File: src/rtl/stat_ep_pkg.sv
package stat_ep_pkg;

  typedef enum logic [1:0] {
    OP_READ   = 2'd0,
    OP_WRITE  = 2'd1,
    OP_MODE   = 2'd2,
    OP_PERIOD = 2'd3
  } op_e;

  typedef enum logic [1:0] {
    RM_OFF      = 2'd0,
    RM_PERIODIC = 2'd1,
    RM_ROLLOVER = 2'd2,
    RM_TOGGLE   = 2'd3
  } rmode_e;

  // True when the step counter has reached the last step of a nonzero period.
  function automatic logic period_due(input logic [31:0] cnt, input logic [31:0] per);
    return (per != 32'd0) && (cnt == per - 32'd1);
  endfunction

  // A command matures once target time equals its stamp.
  function automatic logic stamp_due(input logic [31:0] now, input logic [31:0] stamp);
    return now == stamp;
  endfunction

endpackage

File: src/rtl/stat_ep_cmd.sv
module stat_ep_cmd
  import stat_ep_pkg::*;
#(
  parameter int DATA_W = 32,
  parameter int TIME_W = 16
) (
  input  logic              clk,
  input  logic              rst_n,
  input  logic              cmd_valid,
  input  logic [1:0]        cmd_op,
  input  logic [TIME_W-1:0] cmd_time,
  input  logic [DATA_W-1:0] cmd_data,
  input  logic [TIME_W-1:0] cur_time,
  output logic              cmd_ready,
  output logic              mat_read,
  output logic              mat_write,
  output logic              mat_mode,
  output logic              mat_period,
  output logic [DATA_W-1:0] mat_data
);

  logic              pend_q;
  op_e               op_q;
  logic [TIME_W-1:0] stamp_q;
  logic [DATA_W-1:0] data_q;
  logic              mature;

  assign mature     = pend_q && stamp_due(32'(cur_time), 32'(stamp_q));
  assign cmd_ready  = !pend_q;
  assign mat_read   = mature && (op_q == OP_READ);
  assign mat_write  = mature && (op_q == OP_WRITE);
  assign mat_mode   = mature && (op_q == OP_MODE);
  assign mat_period = mature && (op_q == OP_PERIOD);
  assign mat_data   = data_q;

  always_ff @(posedge clk) begin
    if (!rst_n) begin
      pend_q  <= 1'b0;
      op_q    <= OP_READ;
      stamp_q <= '0;
      data_q  <= '0;
    end else if (mature) begin
      pend_q <= 1'b0;
    end else if (cmd_valid && !pend_q) begin
      pend_q  <= 1'b1;
      op_q    <= op_e'(cmd_op);
      stamp_q <= cmd_time;
      data_q  <= cmd_data;
    end
  end

  assert_wait_stamp_R7: assert property (@(posedge clk) disable iff (!rst_n)
    (pend_q && !mature) |=> (pend_q && $stable(stamp_q) && $stable(data_q)));

  assert_release_R7: assert property (@(posedge clk) disable iff (!rst_n)
    mature |=> cmd_ready);

endmodule

File: src/rtl/stat_ep_filter.sv
module stat_ep_filter
  import stat_ep_pkg::*;
#(
  parameter int PER_W = 16
) (
  input  logic             clk,
  input  logic             rst_n,
  input  logic             cfg_mode_we,
  input  logic [1:0]       cfg_mode,
  input  logic             cfg_per_we,
  input  logic [PER_W-1:0] cfg_per,
  input  logic             step,
  input  logic             tgl,
  input  logic             inc_eff,
  input  logic             at_max,
  output logic             fire
);

  rmode_e           mode_q;
  logic [PER_W-1:0] per_q;
  logic [PER_W-1:0] pcnt_q;
  logic             tog_q;
  logic             hit;
  logic             fire_per, fire_roll, fire_tog;

  assign hit       = period_due(32'(pcnt_q), 32'(per_q));
  assign fire_per  = (mode_q == RM_PERIODIC) && step && hit;
  assign fire_roll = (mode_q == RM_ROLLOVER) && inc_eff && at_max;
  assign fire_tog  = (mode_q == RM_TOGGLE) && tog_q && step;
  assign fire      = fire_per || fire_roll || fire_tog;

  always_ff @(posedge clk) begin
    if (!rst_n) begin
      mode_q <= RM_OFF;
      per_q  <= '0;
      pcnt_q <= '0;
      tog_q  <= 1'b0;
    end else begin
      if (cfg_mode_we) mode_q <= rmode_e'(cfg_mode);
      if (cfg_per_we)  per_q  <= cfg_per;
      if (cfg_mode_we || cfg_per_we) begin
        pcnt_q <= '0;
      end else if (step && (mode_q == RM_PERIODIC) && (per_q != '0)) begin
        pcnt_q <= hit ? '0 : pcnt_q + 1'b1;
      end
      if (tgl) tog_q <= ~tog_q;
    end
  end

  assert_off_silent_R11: assert property (@(posedge clk) disable iff (!rst_n)
    (mode_q == RM_OFF) |-> !fire);

  assert_period_bound_R3: assert property (@(posedge clk) disable iff (!rst_n)
    (per_q != '0) |-> (pcnt_q < per_q));

  assert_flip_R5: assert property (@(posedge clk) disable iff (!rst_n)
    tgl |=> (tog_q != $past(tog_q)));

endmodule

File: src/rtl/stat_ep_outq.sv
module stat_ep_outq #(
  parameter int DATA_W = 32,
  parameter int TIME_W = 16
) (
  input  logic              clk,
  input  logic              rst_n,
  input  logic              push,
  input  logic [DATA_W-1:0] push_val,
  input  logic [TIME_W-1:0] push_time,
  input  logic              rec_ready,
  output logic              rec_valid,
  output logic [DATA_W-1:0] rec_value,
  output logic [TIME_W-1:0] rec_time,
  output logic              rec_ovf
);

  logic stalled;
  assign stalled = rec_valid && !rec_ready;

  always_ff @(posedge clk) begin
    if (!rst_n) begin
      rec_valid <= 1'b0;
      rec_value <= '0;
      rec_time  <= '0;
      rec_ovf   <= 1'b0;
    end else if (push) begin
      rec_valid <= 1'b1;
      rec_value <= push_val;
      rec_time  <= push_time;
      if (stalled) rec_ovf <= 1'b1;
    end else if (rec_ready) begin
      rec_valid <= 1'b0;
    end
  end

  assert_hold_R10: assert property (@(posedge clk) disable iff (!rst_n)
    (stalled && !push) |=> (rec_valid && $stable(rec_value) && $stable(rec_time)));

  assert_overflow_R10: assert property (@(posedge clk) disable iff (!rst_n)
    (stalled && push) |=> rec_ovf);

  assert_ovf_sticky_R10: assert property (@(posedge clk) disable iff (!rst_n)
    rec_ovf |=> rec_ovf);

endmodule

File: src/rtl/stat_ep.sv
module stat_ep
  import stat_ep_pkg::*;
#(
  parameter int DATA_W = 32,
  parameter int TIME_W = 16,
  parameter int PER_W  = 16,
  parameter int TAG_W  = 8,
  parameter logic [TAG_W-1:0] SRC_ID = '0
) (
  input  logic              clk,
  input  logic              rst_n,
  input  logic              d_we,
  input  logic [DATA_W-1:0] d_in,
  input  logic              d_inc,
  output logic [DATA_W-1:0] q_out,
  input  logic              tgt_step,
  input  logic              tgl_pulse,
  input  logic              cmd_valid,
  output logic              cmd_ready,
  input  logic [1:0]        cmd_op,
  input  logic [TIME_W-1:0] cmd_time,
  input  logic [DATA_W-1:0] cmd_data,
  output logic              rec_valid,
  input  logic              rec_ready,
  output logic [DATA_W-1:0] rec_value,
  output logic [TIME_W-1:0] rec_time,
  output logic [TAG_W-1:0]  rec_src,
  output logic              rec_ovf
);

  localparam logic [DATA_W-1:0] MAX_VAL = '1;

  logic [DATA_W-1:0] q;
  logic [TIME_W-1:0] tcur;
  logic              mat_read, mat_write, mat_mode, mat_period;
  logic [DATA_W-1:0] mat_data;
  logic              inc_eff, at_max, fire, push;

  assign inc_eff = d_inc && !d_we && !mat_write;
  assign at_max  = (q == MAX_VAL);
  assign push    = mat_read || fire;
  assign q_out   = q;
  assign rec_src = SRC_ID;

  always_ff @(posedge clk) begin
    if (!rst_n) begin
      q    <= '0;
      tcur <= '0;
    end else begin
      if (mat_write)    q <= mat_data;
      else if (d_we)    q <= d_in;
      else if (inc_eff) q <= q + 1'b1;
      if (tgt_step) tcur <= tcur + 1'b1;
    end
  end

  stat_ep_cmd #(.DATA_W(DATA_W), .TIME_W(TIME_W)) u_cmd (
    .clk(clk), .rst_n(rst_n),
    .cmd_valid(cmd_valid), .cmd_op(cmd_op), .cmd_time(cmd_time), .cmd_data(cmd_data),
    .cur_time(tcur), .cmd_ready(cmd_ready),
    .mat_read(mat_read), .mat_write(mat_write), .mat_mode(mat_mode),
    .mat_period(mat_period), .mat_data(mat_data)
  );

  stat_ep_filter #(.PER_W(PER_W)) u_filter (
    .clk(clk), .rst_n(rst_n),
    .cfg_mode_we(mat_mode), .cfg_mode(mat_data[1:0]),
    .cfg_per_we(mat_period), .cfg_per(mat_data[PER_W-1:0]),
    .step(tgt_step), .tgl(tgl_pulse), .inc_eff(inc_eff), .at_max(at_max),
    .fire(fire)
  );

  stat_ep_outq #(.DATA_W(DATA_W), .TIME_W(TIME_W)) u_outq (
    .clk(clk), .rst_n(rst_n),
    .push(push), .push_val(q), .push_time(tcur),
    .rec_ready(rec_ready), .rec_valid(rec_valid), .rec_value(rec_value),
    .rec_time(rec_time), .rec_ovf(rec_ovf)
  );

  assert_cmd_wins_R9: assert property (@(posedge clk) disable iff (!rst_n)
    (mat_write && (d_we || d_inc)) |=> (q_out == $past(mat_data)));

  assert_incr_R2: assert property (@(posedge clk) disable iff (!rst_n)
    (d_inc && !d_we && !mat_write) |=> (q_out == $past(q_out) + 1'b1));

  assert_read_emits_R8: assert property (@(posedge clk) disable iff (!rst_n)
    mat_read |=> (rec_valid && rec_value == $past(q_out) && rec_time == $past(tcur)));

endmodule

File: config.mk
export PLATFORM = sky130hd
export DESIGN_NAME = stat_ep
export DESIGN_NICKNAME = d
export VERILOG_FILES = /design/src/rtl/stat_ep_pkg.sv /design/src/rtl/stat_ep_cmd.sv /design/src/rtl/stat_ep_filter.sv /design/src/rtl/stat_ep_outq.sv /design/src/rtl/stat_ep.sv
export SDC_FILE = /design/constraint.sdc
export NUM_CORES = 1
export LEC_CHECK = 0
export BUFFER_PORTS_ARGS = -buffer_cell sky130_fd_sc_hd__buf_2
export CORE_MARGIN = 2
export CORE_UTILIZATION = 39
export DETAILED_ROUTE_END_ITERATION = 16
export REMOVE_ABC_BUFFERS = 1
export SKIP_LAST_GASP = 1
export SLEW_MARGIN = 20
export SYNTH_ARGS = -nofsm -noshare
export SYNTH_HDL_FRONTEND = slang
export SYNTH_SLANG_ARGS = --single-unit
File: constraint.sdc
create_clock -name clk -period 5.4 [get_ports clk]
set_clock_uncertainty 0.05 [all_clocks]
set_input_delay 0.54 -clock clk [delete_from_list [all_inputs] [get_ports clk]]
set_output_delay 0.54 -clock clk [all_outputs]
set_load 0.05 [all_outputs]
==> results of run 1 <==
## flip-flops by register name (all words and copies together), names as in the netlist, 2 cells and up
name              count
u_filter.per_q       16
tcur                 16
u_filter.pcnt_q      16
u_outq.rec_value     32
u_cmd.mat_data       32
u_outq.rec_time      16
q_out                32
u_cmd.stamp_q        16
u_filter.mode_q       2
u_cmd.op_q            2
## layer usage
metal	routed length, um	vias to the layer above
met5	7	-
li1	-	3953
met3	1017	32
met4	514	2
met2	10430	188
met1	11390	3545
## report_power, final
group | internal (mW) | total, mW | switching [mW]
clock | 0.829 | 1.37 | 0.536
combinational | 0.117 | 0.365 | 0.248
sequential | 1.41 | 1.47 | 0.0623
total | 2.35 | 3.20 | 0.846
## worst max path at each step
stage                                 to              start  cells after the start
floorplan             u_outq.rec_time[0]  u_filter.per_q[0]                      9
global placement      u_outq.rec_time[2]  u_filter.per_q[0]                     10
detailed placement    u_outq.rec_time[4]  u_filter.per_q[0]                     10
CTS                 u_outq.rec_value[27]  u_filter.per_q[0]                     10
global route          u_outq.rec_time[8]  u_filter.per_q[0]                     10
finish                u_outq.rec_time[0]  u_filter.per_q[0]                     10
## cell usage after synthesis, types with 4 or more instances
cell type,number,share of area (%)
nand2b_1,6,0.42
xor2_1,44,4.3
inv_1,14,0.59
nand2_1,254,11
a221oi_1,6,0.59
ha_1,4,0.56
a211oi_1,13,1.1
buf_6,6,0.76
nor3_1,22,1.2
mux2i_1,76,8.5
nor4_1,5,0.35
a21oi_1,80,4.5
a31oi_1,4,0.28
nor2_1,82,3.5
dfxtp_1,184,41
nand4_1,21,1.5
nand3_1,37,2.1
and2_1,10,0.70
and4_1,9,0.88
o211ai_1,12,1.0
and3_1,17,1.2
buf_4,8,0.67
clkbuf_1,58,2.4
xnor2_1,48,4.7
o21ai_0,27,1.5
## worst reg2reg max path, cell delays in order, from the launching register on
cell and delay (ns):
dfxtp_1 0.37, inv_1 0.10, ha_1 0.20, or4b_4 0.52, and4bb_2 0.37, xnor2_1 0.13, mux2i_1 0.09, a21oi_1 0.29
o31a_2 0.77, buf_12 0.32, mux2i_1 0.25
## cells by family (layout without fill, tap and decap cells)
| family | count (synthesis) | count (layout) | share of synthesized area (%) |
|---|---|---|---|
| fa+ha+maj | 4 | 4 | 0.5617 |
| simple gates | 483 | 483 | 24.80 |
| compound gates | 158 | 158 | 10.74 |
| buf+inv | 91 | 226 | 4.690 |
| flops | 184 | 184 | 41.34 |
| xor+xnor | 92 | 92 | 9.042 |
| mux | 78 | 78 | 8.790 |
| other cells | 1 | 9 | 0.04208 |
## through the flow
step	hold slack (ns)	total power, mW
detailed placement	0.3975	1.865
CTS	0.2722	3.228
global route	0.2781	3.325
finish	0.2933	3.198
global placement	0.3907	1.862
floorplan	0.3797	1.724
## layout make-up
type / instances / area [um^2] / area share (%)
multi-input cells: 823 / 4855 / 46.07
flip-flops and latches: 184 / 3684 / 34.96
repair buffers: 181 / 943.4 / 8.953
clock buffers: 18 / 439.2 / 4.168
well taps: 285 / 356.6 / 3.384
clock inverters: 11 / 196.4 / 1.864
inverters: 16 / 61.31 / 0.5818
diodes: 1 / 2.502 / 0.02375
==> metrics, run 1 <==
status=complete, no violations; initial antenna violation count=2; commonest non-fill, non-tap cell in the layout=nand2_1; Final Hold Viols=0; cell area after layout=between 10000 and 15000 um^2; Relative slew margins=between 20 and 30%; critical-path cell list=inv_1 > ha_1 > or4b_4 > and4bb_2 > xnor2_1 > mux2i_1 > a21oi_1 > o31a_2 > buf_12 > mux2i_1; Clock Pin Slew Worst Setup and Hold Paths=0.07 ns; placer's final routability congestion estimate=slightly below 0.9; # nets final=1317; crit path launch type=flip-flop; vias in the first global route=around 7100; Fmax=about 0.28 GHz; root buffer cell=clkbuf_16; CTS Hold Buffers Added=0; Post-synth EDFFs=0; Placed Cells incl. Taps=~1500; commonest non-fill, non-tap cells in the layout=252 x nand2_1, 184 x dfxtp_1, 171 x buf_2; Most used DFF post-synth=dfxtp_1; family with the most delay on the worst path=compound AO/OA/AOI/OAI gates; H-tree depth=4; CTS Sinks=about 180; Place WS=~1.9 ns; Worst R2R Path Depth=10; core area=~23000 um^2; die footprint=between 20000 and 25000 um^2; async set-reset flop share out of synthesis=0%; worst skew pair latency=0.43 ns; crit path max fanout=27; r2r setup slk=1.89 ns; flip-flop and latch count after synthesis=between 150 and 200; reg-to-reg endpoint=u_outq.rec_time[0]; Setup TNS Final=0 ns; Distinct cells, synth=slightly below 60; ANT nets after route=0; cell area after synthesis=8911 um^2; post-cts sizing count=0; Top-Level Pins=between 150 and 200; RR Startpoint=u_filter.per_q[0]; WL/cell=~15 um; port bufs=approximately 170; Num CTS Buffers=17; Finished Layout Cells=1519; Mapped Avg Cell Area=~8.2 um^2; final worst slack=between 1.5 and 2 ns; GRT met2 Usage=between 20 and 30%; Max-Cap Viols=0; die width=about 160 um; yosys warns=0; HP Class=input pin to flip-flop; Initial Utilization=around two fifths; max-slew violation count=0; unrepaired setup endpoints after global routing=no; post-layout utilization of the core=approximately 47%; Crit path buffers/inverters=2; share of layout cells above drive strength 1=a little under a fifth; met3 Use GR=approximately 3.3%; leak pwr=between 4 and 5 nW; # DRC=0; HP Start=cmd_time[8]; Overflow after GRT=0; hold depth=3; Worst Max-Slew Pin Slew=1.082 ns; via count=between 7000 and 8000; slowest CP cell=o31a_2; CP arrival=roughly 3.8 ns; Routed WL=between 20000 and 25000 um; Area Overhead vs Synth=18.25%; Min-Delay Endpoint=u_cmd.stamp_q[8]; Pwr Density=about 300 nW/um^2; 1st-iter DRT viols=477; FILL cells=about 2300; required time of the critical path=5.71 ns; CP most frequent cell=mux2i_1; clock period minus worst slack=between 3 and 4 ns; busiest grt layer=met2; row count=55; slowest cell delay on critical path=0.77 ns; Gate Count Post-Synth=about 1100; Total GRT Usage=around a fifth; global-route wire length before repair=~37000 um; Final Cycle Share=around two thirds; First-pass DRT Iterations=5; post-synthesis sequential area ratio=between 40% and 50%; Chip Height=around 160 um; detailed placer's ending HPWL=roughly 16000 um; post-CTS setup buffer count=0; CTS tree=built; Final setup viols=0; GR Util met1=between 20 and 30%; area post-placement=roughly 9900 um^2; via/cell ratio=between 5 and 6; WS Path Type=flip-flop to flip-flop; peak supply drop=between 200 and 250 uV; Worst Setup End Kind=flip-flop; worst-case clock buffer depth=2; pin count of the biggest net entering global routing=67
Power figures use the tool's default switching activity.
==> run 2, diff against run 1 <==
ABC_AREA = 1   (was unset)
clock period = 3.1 ns   (was 5.4 ns; I/O delays follow)
==> metrics, run 2 <==
WL met3=~1800 um; clock period minus worst slack=2.696 ns; Post-Synth Adder-Cell Area=less than 1%; placer's final routability congestion estimate=just over 0.9; Distinct cells, synth=41; Initial Utilization=between 30% and 40%; core area=between 20000 and 25000 um^2; initial antenna violation count=0; Top-Level Pins=about 180; cell area after synthesis=just under 10000 um^2; commonest non-fill, non-tap cells in the layout=284 x nand2_1, 240 x nor2_1, 184 x dfxtp_1; Min-Delay Endpoint=u_cmd.stamp_q[6]; Worst Setup End Kind=flip-flop; Clock Pin Slew Worst Setup and Hold Paths=0.08 ns; post-synthesis sequential area ratio=roughly two fifths; Mapped Avg Cell Area=between 6 and 7 um^2; die footprint=25980 um^2; commonest non-fill, non-tap cell in the layout=nand2_1; global-route wire length before repair=46170 um; Overflow after GRT=0; pin count of the biggest net entering global routing=84; First-pass DRT Iterations=5; async set-reset flop share out of synthesis=0%; required time of the critical path=3.41 ns; peak supply drop=about 300 uV; CP arrival=3.01 ns; Worst R2R Path Depth=14; area post-placement=about 11000 um^2; # DRC=0; Final Cycle Share=between 80 and 90%; Place WS=0.2072 ns; Gate Count Post-Synth=between 1000 and 1500; yosys warns=0; flip-flop and latch count after synthesis=around 180; Synth Area in Compound Gates=between 10% and 20%; Most used DFF post-synth=dfxtp_1; share of layout cells above drive strength 1=17.76%; HP Start=cmd_time[6]; detailed placer's ending HPWL=21160 um; die width=161.2 um; cell area after layout=approximately 11000 um^2; synth top area cells=dfxtp_1 38%, nand2_1 11%, nor2_1 9.3%, o21ai_0 6.5%, nand3b_1 4.4%; H-tree depth=4; Pwr Density=~500 nW/um^2; row count=57; Final Hold Viols=0; top-count cell post-synth=nand2_1; r2r setup slk=between 0.4 and 0.5 ns; Routed WL=29340 um; Synth Area in Simple Gates=approximately 34%; Final setup viols=0; Setup TNS Final=0 ns; crit path max fanout=between 40 and 50; max-slew violation count=0; worst-case clock buffer depth=2; share of the synthesized area in the top cell type=a little under two fifths; Finished Layout Cells=1884; via/cell ratio=just over 5; # nets final=approximately 1600; RR Startpoint=q_out[0]; WL/cell=roughly 16 um; Relative slew margins=a little under half; Max-Cap Viols=0; status=complete, no violations; CTS tree=built; Fmax=about 0.37 GHz; Chip Height=between 150 and 200 um; worst skew pair latency=0.44 ns; Num CTS Buffers=17; M1 WL=about 14000 um; Synth top cells by count=285 x nand2_1, 240 x nor2_1, 184 x dfxtp_1, 126 x o21ai_0, 105 x inv_1; largest family of logic cells by synthesized area=simple AND/OR/NAND/NOR gates; root buffer cell=clkbuf_16; final worst slack=about 0.40 ns; xor/xnor share of the synthesized area=under 10%; unrepaired setup endpoints after global routing=no; hold depth=3; Worst Max-Slew Pin Slew=0.8122 ns; cell taking the most area after synthesis=dfxtp_1; highest metal used=met4; via count=around 9500; port bufs=around 170; CTS Sinks=roughly 180; reg-to-reg endpoint=u_outq.rec_time[15]; crit path launch type=flip-flop; Antenna diodes=0; Area Overhead vs Synth=17.23%; Post-synth EDFFs=0; vias in the first global route=between 8000 and 9000; FILL cells=2516; HP Class=input pin to flip-flop; 1st-iter DRT viols=665; post-synthesis mux area share=0%; WS Path Type=flip-flop to flip-flop; ANT nets after route=0; Total GRT Usage=approximately 22%; Placed Cells incl. Taps=1852; wire length on met2=~13000 um; leak pwr=between 5 and 6 nW
==> run 2: what timing repair did <==
item / 4_1_cts / 5_1_grt
hold endpoints to repair: 0 / 0
gates resized for setup: 0 / 1
buffers inserted: 0 / 0
hold buffers: 0 / 0
endpoints found under the setup margin: 0 / 48
==> run 2: worst max path at each step <==
stage | from | end | slack [ns] | cells past startpoint
after floorplan | tcur[13] | u_outq.rec_time[15] | 0.24 | 14
after global placement | q_out[0] | u_outq.rec_time[15] | 0.29 | 14
after detailed placement | u_filter.per_q[0] | u_outq.rec_time[15] | 0.21 | 16
after CTS | u_filter.per_q[0] | u_outq.rec_time[15] | 0.19 | 16
after global routing | u_filter.per_q[0] | u_outq.rec_time[6] | 0.11 | 16
final | q_out[0] | u_outq.rec_time[15] | 0.40 | 14
==> run 2: area by class of cell <==
cell class	instances	area, um^2	share of cell area [%]
clock buffer	18	439.2	3.888
sequential	184	3684	32.61
timing repair buffer	186	980.9	8.684
tap	324	405.4	3.589
clock inverter	14	185.2	1.639
inverter	118	445.4	3.943
multi-input combinational	1040	5156	45.65
==> run 2: cell families (layout without fill, tap and decap cells) <==
| group | Yosys count | count (layout) |
|---|---|---|
| buffers and inverters | 191 | 336 |
| AOI/OAI and AO/OA | 248 | 248 |
| DFF | 184 | 184 |
| and+or+nand+nor | 731 | 731 |
| adders and majority gates | 4 | 4 |
| xor gates and xnor gates | 49 | 49 |
| other | 1 | 8 |
==> run 2: critical path, stage by stage (launching register included) <==
cell	delay [ns]
dfxtp_1	0.46
ha_1	0.21
nand2_1	0.12
nor3_2	0.20
nand3_2	0.14
nor2_2	0.21
nand3_1	0.10
nor2_1	0.16
nand3_1	0.13
nand2_1	0.11
inv_2	0.04
buf_4	0.31
nand3b_1	0.17
nand2_1	0.06
nor2_1	0.12
==> run 2: through the flow <==
stage | utilization (%) | total power [mW] | hold WS, ns
2_1_floorplan | - | 3.058 | 0.3810
3_3_place_gp | 43.87 | 3.324 | 0.4064
3_5_place_dp | 43.87 | 3.333 | 0.4148
4_1_cts | 46.44 | 5.656 | 0.05974
5_1_grt | 46.45 | 5.840 | 0.07176
6_report | 46.45 | 5.617 | 0.06640
==> run 2: report_power, final <==
group,switching (mW),internal (mW)
Sequential,0.109,2.46
Clock,1.02,1.31
Combinational,0.492,0.216
Total,1.62,3.99
==> run 2: metal layers <==
layer	up-vias	GRT usage, %
li1	4848	-
met1	4298	30.65
met2	302	35.35
met3	47	3.955
met4	0	7.589
met5	-	0
